`config.mk`:
```
export PLATFORM = sky130hd
export DESIGN_NAME = wp_cmd_seq
export DESIGN_NICKNAME = d
export VERILOG_FILES = /design/src/rtl/wpc_pkg.sv /design/src/rtl/wpc_window.sv /design/src/rtl/wpc_erase_timer.sv /design/src/rtl/wpc_decoder.sv /design/src/rtl/wp_cmd_seq.sv
export SDC_FILE = /design/constraint.sdc
export NUM_CORES = 1
export LEC_CHECK = 0
export CAP_MARGIN = 20
export CORE_ASPECT_RATIO = 1.25
export CORE_MARGIN = 2
export CORE_UTILIZATION = 45
export DETAILED_ROUTE_END_ITERATION = 8
export PLACE_DENSITY = 0.7
export SLEW_MARGIN = 10
export SYNTH_ARGS = -nofsm -noshare
export SYNTH_HDL_FRONTEND = slang
export SYNTH_SLANG_ARGS = --single-unit
```
`constraint.sdc`:
```
create_clock -name clk -period 4.09 [get_ports clk]
set_clock_uncertainty 0.1 [all_clocks]
set_input_delay 0.409 -clock clk [delete_from_list [all_inputs] [get_ports clk]]
set_output_delay 0.409 -clock clk [all_outputs]
set_load 0.005 [all_outputs]
```
`src/rtl/wpc_pkg.sv`:
```
package wpc_pkg;

    localparam int ADDR_W = 15;
    localparam int DATA_W = 8;

    typedef enum logic [2:0] {
        SQ_IDLE,
        SQ_LEAD,
        SQ_SECOND,
        SQ_EXT,
        SQ_EXT_LEAD,
        SQ_EXT_SECOND
    } seq_e;

    typedef struct packed {
        logic [ADDR_W-1:0] addr;
        logic [DATA_W-1:0] data;
    } load_t;

    function automatic logic step_hit(load_t l, logic [ADDR_W-1:0] a, logic [DATA_W-1:0] d);
        return (l.addr == a) && (l.data == d);
    endfunction

endpackage

```
`src/rtl/wpc_window.sv`:
```
module wpc_window #(
    parameter int WIN_CYC = 15000
) (
    input  logic clk,
    input  logic rst,
    input  logic clr,
    input  logic restart,
    input  logic active,
    output logic expire
);
    localparam int CW = $clog2(WIN_CYC + 1);
    localparam logic [CW-1:0] LAST = CW'(WIN_CYC - 1);

    logic [CW-1:0] cnt;

    assign expire = active && !restart && !clr && (cnt == LAST);

    always_ff @(posedge clk) begin
        if (rst || clr || restart || !active) begin
            cnt <= '0;
        end else if (cnt != LAST) begin
            cnt <= cnt + 1'b1;
        end
    end
endmodule

```
`src/rtl/wpc_erase_timer.sv`:
```
module wpc_erase_timer #(
    parameter int ERASE_CYC = 2000000
) (
    input  logic clk,
    input  logic rst,
    input  logic clr,
    input  logic go,
    output logic busy
);
    localparam int CW = $clog2(ERASE_CYC + 1);

    logic [CW-1:0] cnt;

    always_ff @(posedge clk) begin
        if (rst || clr) begin
            busy <= 1'b0;
            cnt  <= '0;
        end else if (go) begin
            busy <= 1'b1;
            cnt  <= CW'(ERASE_CYC - 1);
        end else if (busy) begin
            if (cnt == '0) busy <= 1'b0;
            else           cnt  <= cnt - 1'b1;
        end
    end
endmodule

```
`src/rtl/wpc_decoder.sv`:
```
module wpc_decoder
    import wpc_pkg::*;
#(
    parameter logic [ADDR_W-1:0] ADDR_A    = 15'h5555,
    parameter logic [ADDR_W-1:0] ADDR_B    = 15'h2AAA,
    parameter logic [DATA_W-1:0] D_LEAD    = 8'hAA,
    parameter logic [DATA_W-1:0] D_SECOND  = 8'h55,
    parameter logic [DATA_W-1:0] D_ENABLE  = 8'hA0,
    parameter logic [DATA_W-1:0] D_EXT     = 8'h80,
    parameter logic [DATA_W-1:0] D_DISABLE = 8'h20,
    parameter logic [DATA_W-1:0] D_ERASE   = 8'h10
) (
    input  logic  clk,
    input  logic  rst,
    input  logic  pwr_cycle,
    input  logic  accept,
    input  load_t ld,
    input  logic  expire,
    output logic  active,
    output logic  erase_go,
    output logic  prot_on,
    output logic  wr_permit,
    output logic  erase_start
);
    seq_e seq_q, seq_n;
    logic unl_q, unl_n;
    logic prot_n, permit_n, miss;

    assign active = (seq_q != SQ_IDLE) || unl_q;

    always_comb begin
        seq_n    = seq_q;
        unl_n    = unl_q;
        prot_n   = prot_on;
        permit_n = 1'b0;
        erase_go = 1'b0;
        miss     = 1'b0;
        if (expire) begin
            seq_n = SQ_IDLE;
            unl_n = 1'b0;
        end
        if (accept) begin
            if (unl_q) begin
                permit_n = 1'b1;
            end else begin
                unique case (seq_q)
                    SQ_IDLE: begin
                        if (step_hit(ld, ADDR_A, D_LEAD)) seq_n = SQ_LEAD;
                        else miss = 1'b1;
                    end
                    SQ_LEAD: begin
                        if (step_hit(ld, ADDR_B, D_SECOND)) seq_n = SQ_SECOND;
                        else miss = 1'b1;
                    end
                    SQ_SECOND: begin
                        if (step_hit(ld, ADDR_A, D_ENABLE)) begin
                            seq_n  = SQ_IDLE;
                            prot_n = 1'b1;
                            unl_n  = 1'b1;
                        end else if (step_hit(ld, ADDR_A, D_EXT)) begin
                            seq_n = SQ_EXT;
                        end else begin
                            miss = 1'b1;
                        end
                    end
                    SQ_EXT: begin
                        if (step_hit(ld, ADDR_A, D_LEAD)) seq_n = SQ_EXT_LEAD;
                        else miss = 1'b1;
                    end
                    SQ_EXT_LEAD: begin
                        if (step_hit(ld, ADDR_B, D_SECOND)) seq_n = SQ_EXT_SECOND;
                        else miss = 1'b1;
                    end
                    SQ_EXT_SECOND: begin
                        if (step_hit(ld, ADDR_A, D_DISABLE)) begin
                            seq_n  = SQ_IDLE;
                            prot_n = 1'b0;
                        end else if (step_hit(ld, ADDR_A, D_ERASE)) begin
                            seq_n    = SQ_IDLE;
                            erase_go = 1'b1;
                        end else begin
                            miss = 1'b1;
                        end
                    end
                    default: miss = 1'b1;
                endcase
                if (miss) begin
                    seq_n    = SQ_IDLE;
                    permit_n = !prot_on;
                end
            end
        end
        if (pwr_cycle) begin
            seq_n    = SQ_IDLE;
            unl_n    = 1'b0;
            prot_n   = prot_on;
            permit_n = 1'b0;
            erase_go = 1'b0;
        end
    end

    always_ff @(posedge clk) begin
        if (rst) begin
            seq_q       <= SQ_IDLE;
            unl_q       <= 1'b0;
            prot_on     <= 1'b0;
            wr_permit   <= 1'b0;
            erase_start <= 1'b0;
        end else begin
            seq_q       <= seq_n;
            unl_q       <= unl_n;
            prot_on     <= prot_n;
            wr_permit   <= permit_n;
            erase_start <= erase_go;
        end
    end
endmodule

```
`src/rtl/wp_cmd_seq.sv`:
```
module wp_cmd_seq
    import wpc_pkg::*;
#(
    parameter int WIN_CYC   = 15000,
    parameter int ERASE_CYC = 2000000,
    parameter logic [ADDR_W-1:0] ADDR_A    = 15'h5555,
    parameter logic [ADDR_W-1:0] ADDR_B    = 15'h2AAA,
    parameter logic [DATA_W-1:0] D_LEAD    = 8'hAA,
    parameter logic [DATA_W-1:0] D_SECOND  = 8'h55,
    parameter logic [DATA_W-1:0] D_ENABLE  = 8'hA0,
    parameter logic [DATA_W-1:0] D_EXT     = 8'h80,
    parameter logic [DATA_W-1:0] D_DISABLE = 8'h20,
    parameter logic [DATA_W-1:0] D_ERASE   = 8'h10
) (
    input  logic              clk,
    input  logic              rst,
    input  logic              pwr_cycle,
    input  logic              load_stb,
    input  logic [ADDR_W-1:0] load_addr,
    input  logic [DATA_W-1:0] load_data,
    input  logic              busy_in,
    output logic              prot_on,
    output logic              wr_permit,
    output logic              erase_start,
    output logic              erase_busy
);
    load_t ld;
    logic  accept, active, expire, erase_go;

    assign ld     = '{addr: load_addr, data: load_data};
    assign accept = load_stb && !busy_in && !erase_busy;

    wpc_window #(.WIN_CYC(WIN_CYC)) u_win (
        .clk     (clk),
        .rst     (rst),
        .clr     (pwr_cycle),
        .restart (accept),
        .active  (active),
        .expire  (expire)
    );

    wpc_decoder #(
        .ADDR_A(ADDR_A), .ADDR_B(ADDR_B), .D_LEAD(D_LEAD), .D_SECOND(D_SECOND),
        .D_ENABLE(D_ENABLE), .D_EXT(D_EXT), .D_DISABLE(D_DISABLE), .D_ERASE(D_ERASE)
    ) u_dec (
        .clk         (clk),
        .rst         (rst),
        .pwr_cycle   (pwr_cycle),
        .accept      (accept),
        .ld          (ld),
        .expire      (expire),
        .active      (active),
        .erase_go    (erase_go),
        .prot_on     (prot_on),
        .wr_permit   (wr_permit),
        .erase_start (erase_start)
    );

    wpc_erase_timer #(.ERASE_CYC(ERASE_CYC)) u_ers (
        .clk  (clk),
        .rst  (rst),
        .clr  (pwr_cycle),
        .go   (erase_go),
        .busy (erase_busy)
    );
endmodule

```
==> results.md <==
| Step | Item | Reported |
|---|---|---|
| setup path | Buf/Inv on CP | 0 |
| synthesis | Number of synthesized flops with an enable pin | 0 |
| die | Number of primary I/O pins | 32 |
| global route | Total grt overflow | 0 |
| power | Largest vdd supply drop | 211 uV |
| cts | Maximum buffer depth of the clock tree | 2 |
| cts | H-tree levels | 2 |
| synthesis | Post-Syn Area | 2420 um2 |
| detailed routing | Via count | 2284 |
| setup path | Cell type of the slowest stage on the worst timing path | sky130_fd_sc_hd__or4_2 |
| sta | Unrepaired setup endpoints after global routing | false |
| detailed routing | Average detailed-routed wire length per instance | 13.9 um |
| sta | Sum Neg Setup Slack | 0 ns |
| sta | Final Cycle Share | 65.2% |
| cts | Setup repair bufs after CTS | 0 |
| setup path | R2r startpoint | u_ers.busy |
| synthesis | Proportion of register bits with asynchronous set or reset after synthesis | 0% |
| synthesis | Number of library cell types mapped by synthesis | 52 |
| global route | Antenna violations before repair | 0 |
| sta | Max frequency | 0.375 GHz |
| hold path | Hold WC Path Type | flop to flop |
| power | Power Density | 286 nW/um2 |
| die | Total number of placement rows | 29 |
| cts | Hold_buf cts | 0 |
| synthesis | Commonest cells post-synth | sky130_fd_sc_hd__dfxtp_1, sky130_fd_sc_hd__nor2_1, sky130_fd_sc_hd__a21oi_1, sky130_fd_sc_hd__nand2_1, sky130_fd_sc_hd__nand3_1 |
| final layout | Antenna Diode Count | 0 |
| die | Die Wd | 69.6 um |
| final layout | Combined area of the multi-input logic cells | 1480 um2 |
| final layout | Reg area | 861 um2 |
| setup path | Critical path origin | u_ers.busy |
| final layout | Share of final-layout standard cells stronger than drive strength 1 | 7.14% |
| global route | Vias in the first global route | 2223 |
| detailed routing | Overall routed net length | 5.35 mm |
| detailed routing | Pre-antenna DRT Iters | 4 |
| die | Initial core utilization | 47.3% |
| setup path | CP max stage delay | 0.66 ns |
| final layout | Total number of nets in the final design | 351 |
| cts | Clock transition at the registers of the reported paths | 0.08 ns |
| sta | Min Tclk post-route | 2.67 ns |
| sta | Worst slew margin relative to its limit | 56.8% |
| place | HPWL Detailed | 4.11 mm |
| synthesis | Avg Inst Size Synth | 8.17 um2 |
| global route | Total global-route track usage | 19.1% |
| setup path | Biggest fanout along the worst timing path | 8 |
| cts | Count of clock tree sinks | 43 |
| cts | Number of buffers created by CTS | 5 |
| final layout | Number of fillers in the final layout | 480 |
| synthesis | Synth warn | 0 |
| status | Outcome | complete, no violations |
| detailed routing | Remaining routing DRC violations | 0 |
| global route | Wire length of the first global-routing pass | 9.47 mm |
| hold path | Hold wc startpoint | u_ers.cnt[20] |
| synthesis | Part of the Yosys area used for sequential elements | 35.6% |
| final layout | Synthesis-to-finish area growth | 18.5% |
| die | Core box area | 5120 um2 |
| cts | Clock tree from TritonCTS | built |
| setup path | Family of cells with the greatest summed delay on the critical path | simple AND/OR/NAND/NOR gates |
| cts | Root Buffer Master | sky130_fd_sc_hd__clkbuf_8 |
| sta | Hold violation count in the final report | 0 |
| detailed routing | Antenna viol nets, final | 0 |
| global route | Pin count of the biggest net entering global routing | 20 |
| place | Gpl congestion | 0.830 |
| setup path | Worst setup EP type | flop |
| place | Port Buffer Count | 31 |
| setup path | Cells along the critical path | or4b_1 -> nor2_1 -> o21ai_1 -> or4_2 -> a31oi_1 |
| die | Die Height | 86.0 um |
| synthesis | Net Count, Synth | 326 |
| power | Leak pwr | 0.000931 uW |
| flow run | Maximum Capacitance Violations | 0 |
| synthesis | Largest cells by area after synthesis | sky130_fd_sc_hd__dfxtp_1, sky130_fd_sc_hd__a21oi_1, sky130_fd_sc_hd__xor2_1 |
| synthesis | Most frequent cell after synthesis | sky130_fd_sc_hd__dfxtp_1 |
| synthesis | Top-area cell type share of the netlist area | 35.6% |
| synthesis | Post-synthesis register bit count | 43 |
| setup path | Type of the worst setup path | flop to flop |
| setup path | Crit path arrival time | 2.79 ns |
| sta | Number of endpoints failing setup at the final stage | 0 |
| synthesis | Top flip-flop cell by instance count after synthesis | sky130_fd_sc_hd__dfxtp_1 |
| final layout | Post-route cell area | 2870 um2 |
| sta | Number of max-slew violations in the final report | 0 |
| setup path | Critical path launch point type | flop |
| setup path | CP required | 4.21 ns |
| synthesis | Post-synth top area cell | sky130_fd_sc_hd__dfxtp_1 |
| cts | Later-pin clock latency in the skew report | 0.29 ns |
| detailed routing | Iter 0 DRT Violations | 139 |
| synthesis | Synthesized netlist cell count | 296 |
| place | Placed inst area | 2750 um2 |
| detailed routing | Vias per inst | 5.95 |
| sta | Transition time at the pin with the least slew margin | 0.638 ns |
| cts | Quantity of gates resized following cts | 0 |
| die | Area of the die | 5980 um2 |
==> per-stage QoR <==
stage	util [%]	instances	hold slack, ns	setup WS [ns]	power (uW)
after floorplan	-	296	0.336	1.67	451
after global placement	53.7	376	0.349	1.34	487
after detailed placement	53.7	376	0.350	1.24	488
after CTS	56.0	384	0.362	1.44	829
after global routing	56.0	384	0.386	1.24	852
final	56.0	384	0.363	1.42	818
==> final cells by class <==
class                           count  area share, %
Timing Repair Buffer               31           10.8
Inverter                            5          0.655
Clock buffer                        6           2.88
Multi-Input combinational cell    235           51.7
Sequential cell                    43           30.0
Tap cell                           62           2.71
Clock inverter                      2           1.22
==> worst min-delay path, cell delays in order (launching register included) <==
cell and delay (ns):
sky130_fd_sc_hd__dfxtp_1 0.31, sky130_fd_sc_hd__nand2_1 0.05, sky130_fd_sc_hd__a21oi_1 0.05
==> cell usage in the layout, fill, tap and decap left out, types with 3 or more instances in the layout <==
master,count
sky130_fd_sc_hd__nor2_1,25
sky130_fd_sc_hd__or3_1,10
sky130_fd_sc_hd__clkbuf_8,6
sky130_fd_sc_hd__a31oi_1,6
sky130_fd_sc_hd__and4b_1,6
sky130_fd_sc_hd__nor4b_1,5
sky130_fd_sc_hd__or4_2,3
sky130_fd_sc_hd__nand4_1,10
sky130_fd_sc_hd__nor4bb_1,4
sky130_fd_sc_hd__nor3_1,14
sky130_fd_sc_hd__xor2_1,11
sky130_fd_sc_hd__xnor2_1,8
sky130_fd_sc_hd__nand3_1,18
sky130_fd_sc_hd__or3_2,3
sky130_fd_sc_hd__dfxtp_1,43
sky130_fd_sc_hd__nor2b_1,4
sky130_fd_sc_hd__o211ai_1,5
sky130_fd_sc_hd__a21oi_1,22
sky130_fd_sc_hd__o21ai_0,12
sky130_fd_sc_hd__inv_1,5
sky130_fd_sc_hd__nor4_1,3
sky130_fd_sc_hd__and3_1,5
sky130_fd_sc_hd__nand2_1,21
sky130_fd_sc_hd__clkdlybuf4s50_1,31
sky130_fd_sc_hd__o31ai_1,3
==> final timing paths <==
check             endpoint  slack (ns)  cells past startpoint
min          u_ers.cnt[20]        0.36                      2
min reg2reg  u_ers.cnt[20]        0.36                      2
max          u_ers.cnt[17]        1.42                      5
max reg2reg  u_ers.cnt[17]        1.42                      5
==> report_power, final <==
part | switching (uW) | internal, uW | total [uW]
sequential | 0.887 | 419 | 420
clock | 142 | 198 | 340
combinational | 25.8 | 33.0 | 58.8
total | 169 | 649 | 818
==> logic make-up (layout without fill, tap and decap cells) <==
logic type | count (synthesis) | after routing | synth area share (%)
buffers and inverters | 18 | 44 | 3.21
flip-flops | 43 | 43 | 35.6
AND/OR/NAND/NOR | 149 | 149 | 36.2
multiplexers | 2 | 2 | 0.879
adder cells (fa/ha/maj) | 2 | 2 | 1.03
XOR/XNOR | 19 | 19 | 6.88
AO/OA/AOI/OAI | 63 | 63 | 16.2
==> state kept, by name, indices dropped and copies added (netlist names) <==
signal             flops
u_dec.seq_q            3
u_dec.unl_q            1
u_ers.cnt             21
u_dec.prot_on          1
u_dec.wr_permit        1
u_ers.busy             1
u_dec.erase_start      1
u_win.cnt             14
==> layer usage <==
metal  GRT usage, %  vias to the layer above  part of all wire (%)
met5              0                        -                     0
met4           6.77                        0                  0.95
met3           3.64                        6                   2.7
met2           36.0                       41                    54
met1           21.1                     1074                    42
li1               -                     1163                     -
Note: power is estimated with default switching activity, not from simulation.
